<file path="config.mk">
export PLATFORM = sky130hd
export DESIGN_NAME = adc_seq_ctl
export DESIGN_NICKNAME = d
export VERILOG_FILES = /design/src/rtl/adc_seq_pkg.sv /design/src/rtl/adc_seq_cfg.sv /design/src/rtl/adc_seq_timer.sv /design/src/rtl/adc_seq_dav.sv /design/src/rtl/adc_seq_rdmux.sv /design/src/rtl/adc_seq_ctl.sv
export SDC_FILE = /design/constraint.sdc
export NUM_CORES = 1
export LEC_CHECK = 0
export ABC_CLOCK_PERIOD_IN_PS = 4700
export BUFFER_PORTS_ARGS = -buffer_cell sky130_fd_sc_hd__buf_2
export CAP_MARGIN = 15
export CORE_MARGIN = 8
export CORE_UTILIZATION = 34
export DETAILED_ROUTE_END_ITERATION = 10
export PLACE_DENSITY = 0.64
export SYNTH_ARGS = -nofsm -noshare
export SYNTH_HDL_FRONTEND = slang
export SYNTH_SLANG_ARGS = --single-unit
export TNS_END_PERCENT = 20
</file>
<file path="constraint.sdc">
create_clock -name clk -period 4.7 [get_ports clk]
set_clock_uncertainty 0.15 [all_clocks]
set_input_delay 0.94 -clock clk [delete_from_list [all_inputs] [get_ports clk]]
set_output_delay 0.94 -clock clk [all_outputs]
set_load 0.1 [all_outputs]
</file>
<file path="src/rtl/adc_seq_pkg.sv">
package adc_seq_pkg;

  localparam int DAV_W  = 11;
  localparam int RAW_CH = 10;

  typedef enum logic [3:0] {
    FN_IDLE     = 4'd0,
    FN_XY       = 4'd1,
    FN_XYZ      = 4'd2,
    FN_X        = 4'd3,
    FN_Y        = 4'd4,
    FN_Z        = 4'd5,
    FN_BATA     = 4'd6,
    FN_BATB     = 4'd7,
    FN_AUX      = 4'd8,
    FN_AUXSCAN  = 4'd9,
    FN_TEMPA    = 4'd10,
    FN_PORTSCAN = 4'd11,
    FN_TEMPB    = 4'd12,
    FN_DRV_XX   = 4'd13,
    FN_DRV_YY   = 4'd14,
    FN_DRV_YX   = 4'd15
  } scan_fn_e;

  // Data-available bits produced by a finished conversion set.
  function automatic logic [DAV_W-1:0] done_mask(input scan_fn_e fn);
    case (fn)
      FN_XY:                done_mask = 11'h600;
      FN_XYZ:               done_mask = 11'h780;
      FN_X:                 done_mask = 11'h400;
      FN_Y:                 done_mask = 11'h200;
      FN_Z:                 done_mask = 11'h180;
      FN_BATA:              done_mask = 11'h040;
      FN_BATB:              done_mask = 11'h030;
      FN_AUX, FN_AUXSCAN:   done_mask = 11'h010;
      FN_TEMPA:             done_mask = 11'h004;
      FN_PORTSCAN:          done_mask = 11'h070;
      FN_TEMPB:             done_mask = 11'h002;
      default:              done_mask = '0;
    endcase
  endfunction

  function automatic logic needs_pen(input scan_fn_e fn);
    needs_pen = (fn >= FN_XY) && (fn <= FN_Z);
  endfunction

  function automatic logic can_run(input scan_fn_e fn);
    can_run = (fn != FN_IDLE) && (fn <= FN_TEMPB);
  endfunction

  function automatic logic one_shot(input scan_fn_e fn);
    case (fn)
      FN_X, FN_Y, FN_Z, FN_BATA, FN_BATB, FN_AUX, FN_TEMPA, FN_TEMPB: one_shot = 1'b1;
      default: one_shot = 1'b0;
    endcase
  endfunction

  function automatic int keep_bits(input logic [1:0] prec);
    case (prec)
      2'd1:    keep_bits = 8;
      2'd2:    keep_bits = 10;
      default: keep_bits = 12;
    endcase
  endfunction

endpackage

</file>
<file path="src/rtl/adc_seq_cfg.sv">
module adc_seq_cfg
  import adc_seq_pkg::*;
(
  input  logic        clk,
  input  logic        rst_n,
  input  logic        cfg_we,
  input  logic [15:0] cfg_data,
  input  logic        pin_we,
  input  logic [1:0]  pin_sel,
  input  logic        self_off,
  output logic        en,
  output logic        host_mode,
  output scan_fn_e    next_fn,
  output logic [1:0]  next_prec,
  output logic [7:0]  filter,
  output logic [1:0]  pin_fn
);

  always_ff @(posedge clk or negedge rst_n) begin
    if (!rst_n) begin
      en        <= 1'b0;
      host_mode <= 1'b0;
      next_fn   <= FN_IDLE;
      next_prec <= 2'd0;
      filter    <= 8'd0;
      pin_fn    <= 2'd2;
    end else begin
      if (cfg_we) begin
        host_mode <= cfg_data[15];
        en        <= ~cfg_data[14];
        next_fn   <= scan_fn_e'(cfg_data[13:10]);
        next_prec <= cfg_data[9:8];
        filter    <= cfg_data[7:0];
      end else if (self_off) begin
        en <= 1'b0;
      end
      if (pin_we) pin_fn <= pin_sel;
    end
  end

  // an enabling write always leaves the converter enabled
  a_r1_enable_write: assert property (@(posedge clk) disable iff (!rst_n)
    cfg_we && !cfg_data[14] |=> en);

endmodule

</file>
<file path="src/rtl/adc_seq_timer.sv">
module adc_seq_timer #(
  parameter int LAT_CYCLES = 32
) (
  input  logic clk,
  input  logic rst_n,
  input  logic start,
  input  logic abort,
  output logic busy,
  output logic done
);

  localparam int CNT_W = $clog2(LAT_CYCLES + 1);
  localparam logic [CNT_W-1:0] LOAD = CNT_W'(LAT_CYCLES - 1);

  logic [CNT_W-1:0] cnt;

  always_ff @(posedge clk or negedge rst_n) begin
    if (!rst_n) begin
      busy <= 1'b0;
      cnt  <= '0;
    end else if (abort) begin
      busy <= 1'b0;
      cnt  <= '0;
    end else if (start) begin
      busy <= 1'b1;
      cnt  <= LOAD;
    end else if (busy) begin
      if (cnt == '0) busy <= 1'b0;
      else           cnt  <= cnt - 1'b1;
    end
  end

  assign done = busy && (cnt == '0) && !abort;

  a_r8_start_sets_busy: assert property (@(posedge clk) disable iff (!rst_n)
    start && !abort |=> busy);

  a_r10_abort_clears_busy: assert property (@(posedge clk) disable iff (!rst_n)
    abort |=> !busy);

endmodule

</file>
<file path="src/rtl/adc_seq_dav.sv">
module adc_seq_dav
  import adc_seq_pkg::*;
(
  input  logic             clk,
  input  logic             rst_n,
  input  logic             done,
  input  scan_fn_e         cur_fn,
  input  logic             rd_strobe,
  input  logic [3:0]       rd_offset,
  output logic [DAV_W-1:0] dav
);

  logic [DAV_W-1:0] clr;

  always_comb begin
    clr = '0;
    if (rd_strobe) begin
      if (rd_offset <= 4'd3)
        clr[4'd10 - rd_offset] = 1'b1;
      else if (rd_offset >= 4'd5 && rd_offset <= 4'd11)
        clr[4'd11 - rd_offset] = 1'b1;
    end
  end

  always_ff @(posedge clk or negedge rst_n) begin
    if (!rst_n) dav <= '0;
    else        dav <= (dav & ~clr) | (done ? done_mask(cur_fn) : '0);
  end

  // fresh data bits appear only on a completion
  a_r3_bits_only_on_done: assert property (@(posedge clk) disable iff (!rst_n)
    (|(dav & ~$past(dav))) |-> $past(done));

  a_r4_read_x_clears: assert property (@(posedge clk) disable iff (!rst_n)
    rd_strobe && rd_offset == 4'd0 && !done |=> !dav[10]);

endmodule

</file>
<file path="src/rtl/adc_seq_rdmux.sv">
module adc_seq_rdmux
  import adc_seq_pkg::*;
#(
  parameter int SAMPLE_W = 16
) (
  input  logic [RAW_CH*SAMPLE_W-1:0] raw_samples,
  input  logic [1:0]                 prec,
  input  logic [3:0]                 rd_offset,
  output logic [SAMPLE_W-1:0]        rd_data
);

  logic [SAMPLE_W-1:0] cut [RAW_CH];

  for (genvar g = 0; g < RAW_CH; g++) begin : g_cut
    assign cut[g] = raw_samples[g*SAMPLE_W +: SAMPLE_W] >> (SAMPLE_W - keep_bits(prec));
  end

  always_comb begin
    rd_data = '1;
    if (rd_offset <= 4'd3)
      rd_data = cut[rd_offset];
    else if (rd_offset >= 4'd5 && rd_offset <= 4'd10)
      rd_data = cut[rd_offset - 4'd1];
  end

endmodule

</file>
<file path="src/rtl/adc_seq_ctl.sv">
module adc_seq_ctl
  import adc_seq_pkg::*;
#(
  parameter int LAT_CYCLES = 32,
  parameter int SAMPLE_W   = 16
) (
  input  logic                       clk,
  input  logic                       rst_n,
  input  logic                       pen_down,
  input  logic                       cfg_we,
  input  logic [15:0]                cfg_data,
  input  logic                       pin_we,
  input  logic [1:0]                 pin_sel,
  input  logic                       rd_strobe,
  input  logic [3:0]                 rd_offset,
  input  logic [RAW_CH*SAMPLE_W-1:0] raw_samples,
  output logic [SAMPLE_W-1:0]        rd_data,
  output logic [15:0]                status_word,
  output logic [DAV_W-1:0]           dav_bits,
  output logic                       host_sel,
  output logic                       pint_n,
  output logic                       dav_n
);

  logic       en, busy, done, start, self_off, abort, pen_ok, pin_src, any_dav;
  scan_fn_e   next_fn, cur_fn;
  logic [1:0] next_prec, cur_prec, pin_fn;
  logic [7:0] filter;

  assign any_dav  = |dav_bits;
  assign pen_ok   = !needs_pen(next_fn) || pen_down;
  assign start    = en && !busy && !any_dav && can_run(next_fn) && pen_ok && !cfg_we;
  assign self_off = one_shot(next_fn) && any_dav && pen_ok;
  assign abort    = cfg_we && cfg_data[14];

  adc_seq_cfg u_cfg (
    .clk(clk), .rst_n(rst_n), .cfg_we(cfg_we), .cfg_data(cfg_data),
    .pin_we(pin_we), .pin_sel(pin_sel), .self_off(self_off),
    .en(en), .host_mode(host_sel), .next_fn(next_fn), .next_prec(next_prec),
    .filter(filter), .pin_fn(pin_fn)
  );

  adc_seq_timer #(.LAT_CYCLES(LAT_CYCLES)) u_tmr (
    .clk(clk), .rst_n(rst_n), .start(start), .abort(abort),
    .busy(busy), .done(done)
  );

  always_ff @(posedge clk or negedge rst_n) begin
    if (!rst_n) begin
      cur_fn   <= FN_IDLE;
      cur_prec <= 2'd0;
    end else if (start) begin
      cur_fn   <= next_fn;
      cur_prec <= next_prec;
    end
  end

  adc_seq_dav u_dav (
    .clk(clk), .rst_n(rst_n), .done(done), .cur_fn(cur_fn),
    .rd_strobe(rd_strobe), .rd_offset(rd_offset), .dav(dav_bits)
  );

  adc_seq_rdmux #(.SAMPLE_W(SAMPLE_W)) u_rd (
    .raw_samples(raw_samples), .prec(cur_prec), .rd_offset(rd_offset),
    .rd_data(rd_data)
  );

  always_comb begin
    case (pin_fn)
      2'd0:    pin_src = pen_down;
      2'd1:    pin_src = any_dav;
      default: pin_src = pen_down && !any_dav;
    endcase
  end

  assign pint_n      = !(en && pin_src);
  assign dav_n       = !any_dav;
  assign status_word = {pen_down, !busy, next_fn, next_prec, filter};

  a_r7_start_gated: assert property (@(posedge clk) disable iff (!rst_n)
    $rose(busy) |-> $past(en) && !$past(any_dav));

  a_r9_pin_off_disabled: assert property (@(posedge clk) disable iff (!rst_n)
    !en |-> pint_n);

  a_r5_no_start_idle: assert property (@(posedge clk) disable iff (!rst_n)
    !can_run(next_fn) && !busy |=> !busy);

endmodule

</file>
## After elaboration in Yosys (flattened, before gate mapping)

Memories as Yosys holds them, arrays and structs flattened.
Index checks and enable logic that the tools add are counted.

- Memories: 2
- Output and inout bits: 46
- Word-level logic and storage cells: 111
- Input port bits: 188
- Memory bits (read-only): 160
- Flip-flop bits (word level): 42

Memories:

| name | words | bits a word | read ports | clocked after memory_dff | write ports | RTL line | RTL |
|---|---|---|---|---|---|---|---|
| (name not given) | 16 | 9 | 1 | 0 | 0 | adc_seq_pkg.sv:27 | `case (fn)` |
| (name not given) | 16 | 1 | 1 | 0 | 0 | adc_seq_pkg.sv:52 | `case (fn)` |

- Bitwise operators: 6
- Multiplexer cells: 28
- Add/subtract/negate cells: 5
- Shifts and indexed selects: 10
- Reduce and logical (&&, ||, !) cells: 32
- $lt $le $gt $ge: 13
- Equality and inequality tests: 4

Operator list:

| kind | count |
|---|---|
| 16-bit by 32-bit >> shifter with 16-bit output | 10 |
| 16-bit binary-select mux with 4-bit select | 2 |
| 16-bit 2-to-1 mux | 6 |
| 11-bit 2-to-1 mux | 4 |
| 6-bit 2-to-1 mux | 4 |
| 1-bit logical AND | 18 |
| 4-bit by 1-bit >= comparator with 1-bit output, second input constant | 3 |
| 4-bit <= comparator, second input constant | 3 |
| 11-bit AND | 1 |
| 11-bit inverter | 1 |
| 11-bit bitwise OR | 1 |
| 11-bit OR reduction | 1 |
| 5-bit >= comparator, second input constant | 2 |
| 4-bit by 5-bit less-than comparator with 1-bit output, second input constant | 2 |
| 4-bit inverter with 5-bit output | 2 |
| 1-bit demux with 4-bit select | 2 |
| 1-bit 2-to-1 mux | 8 |
| 4-bit subtractor, first input constant | 2 |
| 1-bit logical NOT | 6 |
| 6-bit logical NOT | 1 |
| 3-bit one-hot mux with 2 select lines | 1 |
| 5-bit by 4-bit subtractor with 6-bit output, first input constant | 1 |
| 6-bit by 1-bit subtractor with 6-bit output, second input constant | 1 |
| 2-bit by 1-bit equality test with 1-bit output, second input constant | 2 |
| other kinds (14) | 14 |

## Logic depth before layout (Yosys ltp)

- Depth in word-level cells: 11
- Depth in mapped cells: 13
- Gate-level depth less buffers: 7

## Modules after synthesis

From an unflattened synthesis, not the netlist that was laid out.

- Cells, all modules: 651
- Area, all modules: 6548.8 µm²

Modules (own cells, without submodules):

| module | instances | area an instance (µm²) | cells each | sequential area each (µm²) |
|---|---|---|---|---|
| adc_seq_rdmux | 1 | 4408.0 | 469 | 0.0 |
| adc_seq_cfg | 1 | 721.9 | 40 | 451.7 |
| adc_seq_dav | 1 | 620.6 | 60 | 275.3 |
| adc_seq_timer | 1 | 417.9 | 44 | 175.2 |
| adc_seq_ctl | 1 | 380.4 | 38 | 150.1 |

## Worst setup path before layout

OpenSTA, ideal clock, no wires.

- Path kind: input to output
- Start: input rd_offset[0]
- End: output rd_data[11]
- Slack: -1.748 ns
- Cell stages on the path: 11
- Arrival: 5.358 ns
- Path buffers: 4
- Data required time: 3.610 ns
- Cells stage by stage: buf_2 > buf_6 > inv_1 > buf_2 > buf_2 > ha_1 > nor2b_1 > o22ai_1 > nor2_1 > o21ai_0 > a21oi_1

- Longest elaborated chain between the ends: 7
- Elaborated cells on any way between the ends: 15
- Those cells by class: add/sub (1); order compare (3); mux (8); bitwise (2); reduce/logical (1)

Ends and longest elaborated chain:

| what | RTL line | RTL |
|---|---|---|
| start: declaration | adc_seq_ctl.sv:15 | `input logic [3:0] rd_offset,` |
| 4-bit by 1-bit subtractor with 4-bit output | adc_seq_rdmux.sv:23 | `rd_data = cut[rd_offset - 4'd1];` |
| 4-bit inverter with 5-bit output (not written as such) | adc_seq_rdmux.sv:23 |  |
| 16-bit binary-select mux with 4-bit select | adc_seq_rdmux.sv:23 |  |
| 16-bit 2-to-1 mux (not written as such) (2 in series) | adc_seq_rdmux.sv:23 |  |
| 16-bit 2-to-1 mux | adc_seq_rdmux.sv:22 | `else if (rd_offset >= 4'd5 && rd_offset <= 4'd10)` |
| 16-bit 2-to-1 mux * | adc_seq_rdmux.sv:20 | `if (rd_offset <= 4'd3)` |
| end: declaration | adc_seq_ctl.sv:17 | `output logic [SAMPLE_W-1:0] rd_data,` |

Mark *: on every way between the ends. The rest lies on a longest branch, timed or not. The select of a mux whose other input is x is not followed.

## Final worst setup path

- Start: input rd_offset[0]
- End: output rd_data[3]

Same word-level chain as after synthesis.

==> impl_metrics.prom <==
# TYPE chip_impl_metric gauge
chip_impl_metric{name="pre_cts_slack",unit="ns"} 0.292
chip_impl_metric{name="synth_nets",unit=""} 825
chip_impl_metric{name="dieWidth",unit="um"} 149
chip_impl_metric{name="worstPathMaxFanout",unit=""} 10
chip_impl_metric{name="number_of_nets_in_the_layout",unit=""} 991
chip_impl_metric{name="timing_max_transition_violations_final",unit=""} 0
chip_impl_metric{name="detail-route-antenna-nets",unit=""} 0
chip_impl_info{name="tritoncts",value="done"} 1
chip_impl_metric{name="clkTransAtPathRegs",unit="ns"} 0.06
chip_impl_metric{name="clkSinkCount",unit=""} 42
chip_impl_metric{name="first_pass_grt_wire_length",unit="mm"} 32.6
chip_impl_metric{name="synthDominantCellAreaShare",unit="%"} 25.8
chip_impl_metric{name="top_level_ports",unit=""} 234
chip_impl_metric{name="synth_cell_types",unit=""} 65
chip_impl_metric{name="postSynthRegisterBits",unit=""} 42
chip_impl_metric{name="route.final.wire_length",unit="mm"} 20.9
chip_impl_metric{name="die_height",unit="um"} 149
chip_impl_info{name="setup.worst_path.class",value="in2out"} 1
chip_impl_metric{name="grt_antenna_before_repair",unit=""} 1
chip_impl_metric{name="post_synth_instance_area",unit="um^2"} 6020
chip_impl_metric{name="drcViolationCount",unit=""} 0
chip_impl_metric{name="maxCapViolCount",unit=""} 0
chip_impl_metric{name="report.final.setup_viol",unit=""} 0
chip_impl_metric{name="layout_worst_path_cycle_share",unit="%"} 94.3
chip_impl_metric{name="period_needed",unit="ns"} 4.43
chip_impl_metric{name="postCtsSetupRepairBufs",unit=""} 0
chip_impl_info{name="critical_path.startpoint_type",value="primary input"} 1
chip_impl_metric{name="cts_hold_buffers",unit=""} 0
chip_impl_metric{name="clkLatencyLatePin",unit="ns"} 0.28
chip_impl_metric{name="numPortBuffers",unit=""} 193
chip_impl_metric{name="firstDrtPassIters",unit=""} 5
chip_impl_metric{name="routedWlPerCell",unit="um"} 20.6
chip_impl_metric{name="r2r_cells",unit=""} 6
chip_impl_metric{name="first_global_vias",unit=""} 5969
chip_impl_metric{name="irDropWorstVdd",unit="mV"} 0.689
chip_impl_metric{name="groute.usage.overall",unit="%"} 18.2
chip_impl_metric{name="drt_iter0_drcs",unit=""} 351
chip_impl_info{name="synth.area.top_cells",value="mux2i_1 (26%), dfrtp_1 (17%), mux4_2 (9.0%)"} 1
chip_impl_info{name="post-synth-top-area-cell",value="mux2i_1"} 1
chip_impl_metric{name="worstHoldPathCells",unit=""} 1
chip_impl_info{name="synthFlopType",value="dfrtp_1"} 1
chip_impl_metric{name="synth-seq-area-share",unit="%"} 17.5
chip_impl_info{name="critical_path.reg2reg.endpoint",value="cur_prec[1]"} 1
chip_impl_metric{name="arrival",unit="ns"} 3.34
chip_impl_metric{name="floorplan.core_area",unit="um^2"} 17300
chip_impl_info{name="hold_end",value="u_cfg.filter[7]"} 1
chip_impl_info{name="grt_setup_unrepaired",value="false"} 1
chip_impl_metric{name="timing.hold.ws",unit="ns"} 0.351
chip_impl_metric{name="tritoncts.num_buffers",unit=""} 5
chip_impl_metric{name="cts_resized",unit=""} 0
chip_impl_metric{name="number_of_buffers_between_clock_root_and_the_deepest_sink",unit=""} 2
chip_impl_info{name="status",value="completed"} 1
chip_impl_metric{name="finalCoreUtilization",unit="%"} 43.3
chip_impl_metric{name="floorplan.rows",unit=""} 48
chip_impl_metric{name="reg2reg_slack",unit="ns"} 2.60
chip_impl_metric{name="static-leakage-power",unit="nW"} 3.43
chip_impl_metric{name="layout-drive-gt1-share",unit="%"} 38.7
chip_impl_metric{name="worstMarginPinSlew",unit="ns"} 0.936
chip_impl_metric{name="routed_via_density",unit=""} 5.84
chip_impl_metric{name="timing.fmax",unit="GHz"} 0.226
chip_impl_metric{name="layout-area-overhead-vs-synth",unit="%"} 24.2
chip_impl_metric{name="placed_area",unit="um^2"} 7340
chip_impl_info{name="min_delay_path_class",value="reg2reg"} 1
chip_impl_metric{name="cp_data_required_time",unit="ns"} 3.61
chip_impl_metric{name="fin_total_pwr",unit="mW"} 4.02
chip_impl_metric{name="antenna_cells_inserted",unit=""} 0
chip_impl_metric{name="power.density",unit="nW/um^2"} 537
chip_impl_metric{name="syn_avg_cell_area",unit="um^2"} 9.67
chip_impl_metric{name="die_area",unit="um^2"} 22200
chip_impl_metric{name="initial_utilization",unit="%"} 34.8
chip_impl_metric{name="hold_viol",unit=""} 0
chip_impl_metric{name="clock_tree.htree_level_count",unit=""} 2
chip_impl_metric{name="synth_edf_count",unit=""} 0
chip_impl_metric{name="instances_no_fill",unit=""} 1015
chip_impl_info{name="timing.rr.start",value="u_dav.dav[2]"} 1
chip_impl_metric{name="maxSlewHeadroom",unit="%"} 37.6
chip_impl_metric{name="setup_tns",unit="ns"} 0
chip_impl_metric{name="dp_hpwl",unit="mm"} 16.9
chip_impl_metric{name="gp_routability_congestion",unit=""} 0.876
chip_impl_metric{name="final_critical_path_setup_slack",unit="ns"} 0.266
chip_impl_metric{name="yosys_warnings",unit=""} 0
chip_impl_metric{name="netlist_instances",unit=""} 623
chip_impl_metric{name="dr_total_vias",unit=""} 5927
chip_impl_metric{name="finalInstanceArea",unit="um^2"} 7480
chip_impl_metric{name="largest_net_degree_at_the_start_of_global_routing",unit=""} 49
chip_impl_info{name="clk_root_buffer_cell",value="clkbuf_16"} 1
chip_impl_info{name="min_from",value="u_cfg.filter[7]"} 1
chip_impl_metric{name="dpl.cell_count",unit=""} 1007
chip_impl_info{name="worstSetupEndpointType",value="output pin"} 1
chip_impl_metric{name="global_route.overflow_total",unit=""} 0
chip_impl_metric{name="asyncSetResetFlopFracSynth",unit="%"} 100
==> final cells by class <==
type / count / area (um^2)
inverters: 14 / 55.1
repair buffers: 214 / 1310
multi-input cells: 512 / 4630
fillers: 1722 / 9810
clock buffers: 5 / 125
well taps: 225 / 282
flip-flops and latches: 42 / 1060
clock inverters: 3 / 18.8
==> logic make-up (layout without fill, tap and decap cells) <==
group                    Yosys count  count (layout)  share of synthesized area [%]
multiplexers                     218             218                           42.3
adder cells (fa/ha/maj)           14              14                           2.91
AND/OR/NAND/NOR                  106             106                           9.35
XOR/XNOR                           8               8                           1.29
flip-flops                        42              42                           17.5
AO/OA/AOI/OAI                    166             166                           19.7
buffers and inverters             69             236                           7.04
==> cells in the mapped netlist (5+ instances only) <==
master / number
mux2i_1: 155
dfrtp_1: 41
mux2_2: 37
o21ai_0: 31
mux4_2: 24
nand2_1: 22
a21oi_1: 21
buf_2: 18
nor2_1: 18
o22ai_1: 18
o221ai_1: 17
clkbuf_1: 15
ha_1: 14
a22oi_1: 13
buf_6: 13
nor2b_1: 13
inv_1: 12
nor3_1: 10
a221oi_1: 9
nand3_1: 9
a211oi_1: 8
nand2b_1: 7
and2_1: 5
nor4_1: 5
o21a_1: 5
o32a_1: 5
xnor2_1: 5
==> report_power, final <==
part / leakage (nW) / switching, mW / internal, mW
Sequential: 0.523 / 0.243 / 0.458
Combinational: 2.83 / 1.78 / 1.20
Clock: 0.0740 / 0.142 / 0.197
==> layer usage <==
layer	share of wire, %	global-route usage [%]	vias up	wire length [um]
met4	2.3	4.75	2	471
met5	0.057	0	-	12
met3	8.0	3.70	34	1670
met2	45	28.9	262	9510
met1	44	24.6	2836	9240
li1	-	-	2793	-
==> placed cells by master (no fill, tap or decap), types with 10 or more instances in the layout <==
master,netlist,layout
ha_1,14,14
o221ai_1,17,17
nor3_1,10,10
nor2_1,18,16
buf_2,18,182
nand2_1,22,22
nor2b_1,13,13
mux2_2,37,37
inv_1,12,12
a21oi_1,21,20
dfrtp_1,41,39
o22ai_1,18,18
mux4_2,24,24
o21ai_0,31,31
a22oi_1,13,13
buf_12,1,13
buf_4,4,19
mux2i_1,155,155
==> worst max-delay path, stage by stage <==
cell	delay, ns
buf_2	0.13
inv_1	0.08
ha_1	0.43
or2b_1	0.52
a211oi_1	0.10
o41ai_1	0.71
a32oi_4	0.22
buf_12	0.21
==> state kept, by name (all words and copies together), names as in the netlist <==
signal / flops
u_dav.dav: 11
u_cfg.filter: 8
u_tmr.cnt: 6
cur_fn: 4
u_cfg.next_fn: 4
cur_prec: 2
u_cfg.next_prec: 2
u_cfg.pin_fn: 2
u_cfg.en: 1
u_cfg.host_mode: 1
u_tmr.busy: 1
==> worst max-delay path by stage <==
| stage | start | endpoint | slack (ns) | cells past startpoint |
|---|---|---|---|---|
| 6_report | rd_offset[0] | rd_data[3] | 0.27 | 8 |
| 5_1_grt | rd_offset[0] | rd_data[3] | 0.20 | 8 |
| 4_1_cts | rd_offset[0] | rd_data[3] | 0.28 | 8 |
| 3_5_place_dp | rd_offset[0] | rd_data[3] | 0.29 | 8 |
| 3_3_place_gp | rd_offset[0] | rd_data[3] | 0.30 | 8 |
| 2_1_floorplan | rd_offset[0] | rd_data[0] | -0.22 | 12 |
Note: power is estimated with default switching activity, not from simulation.
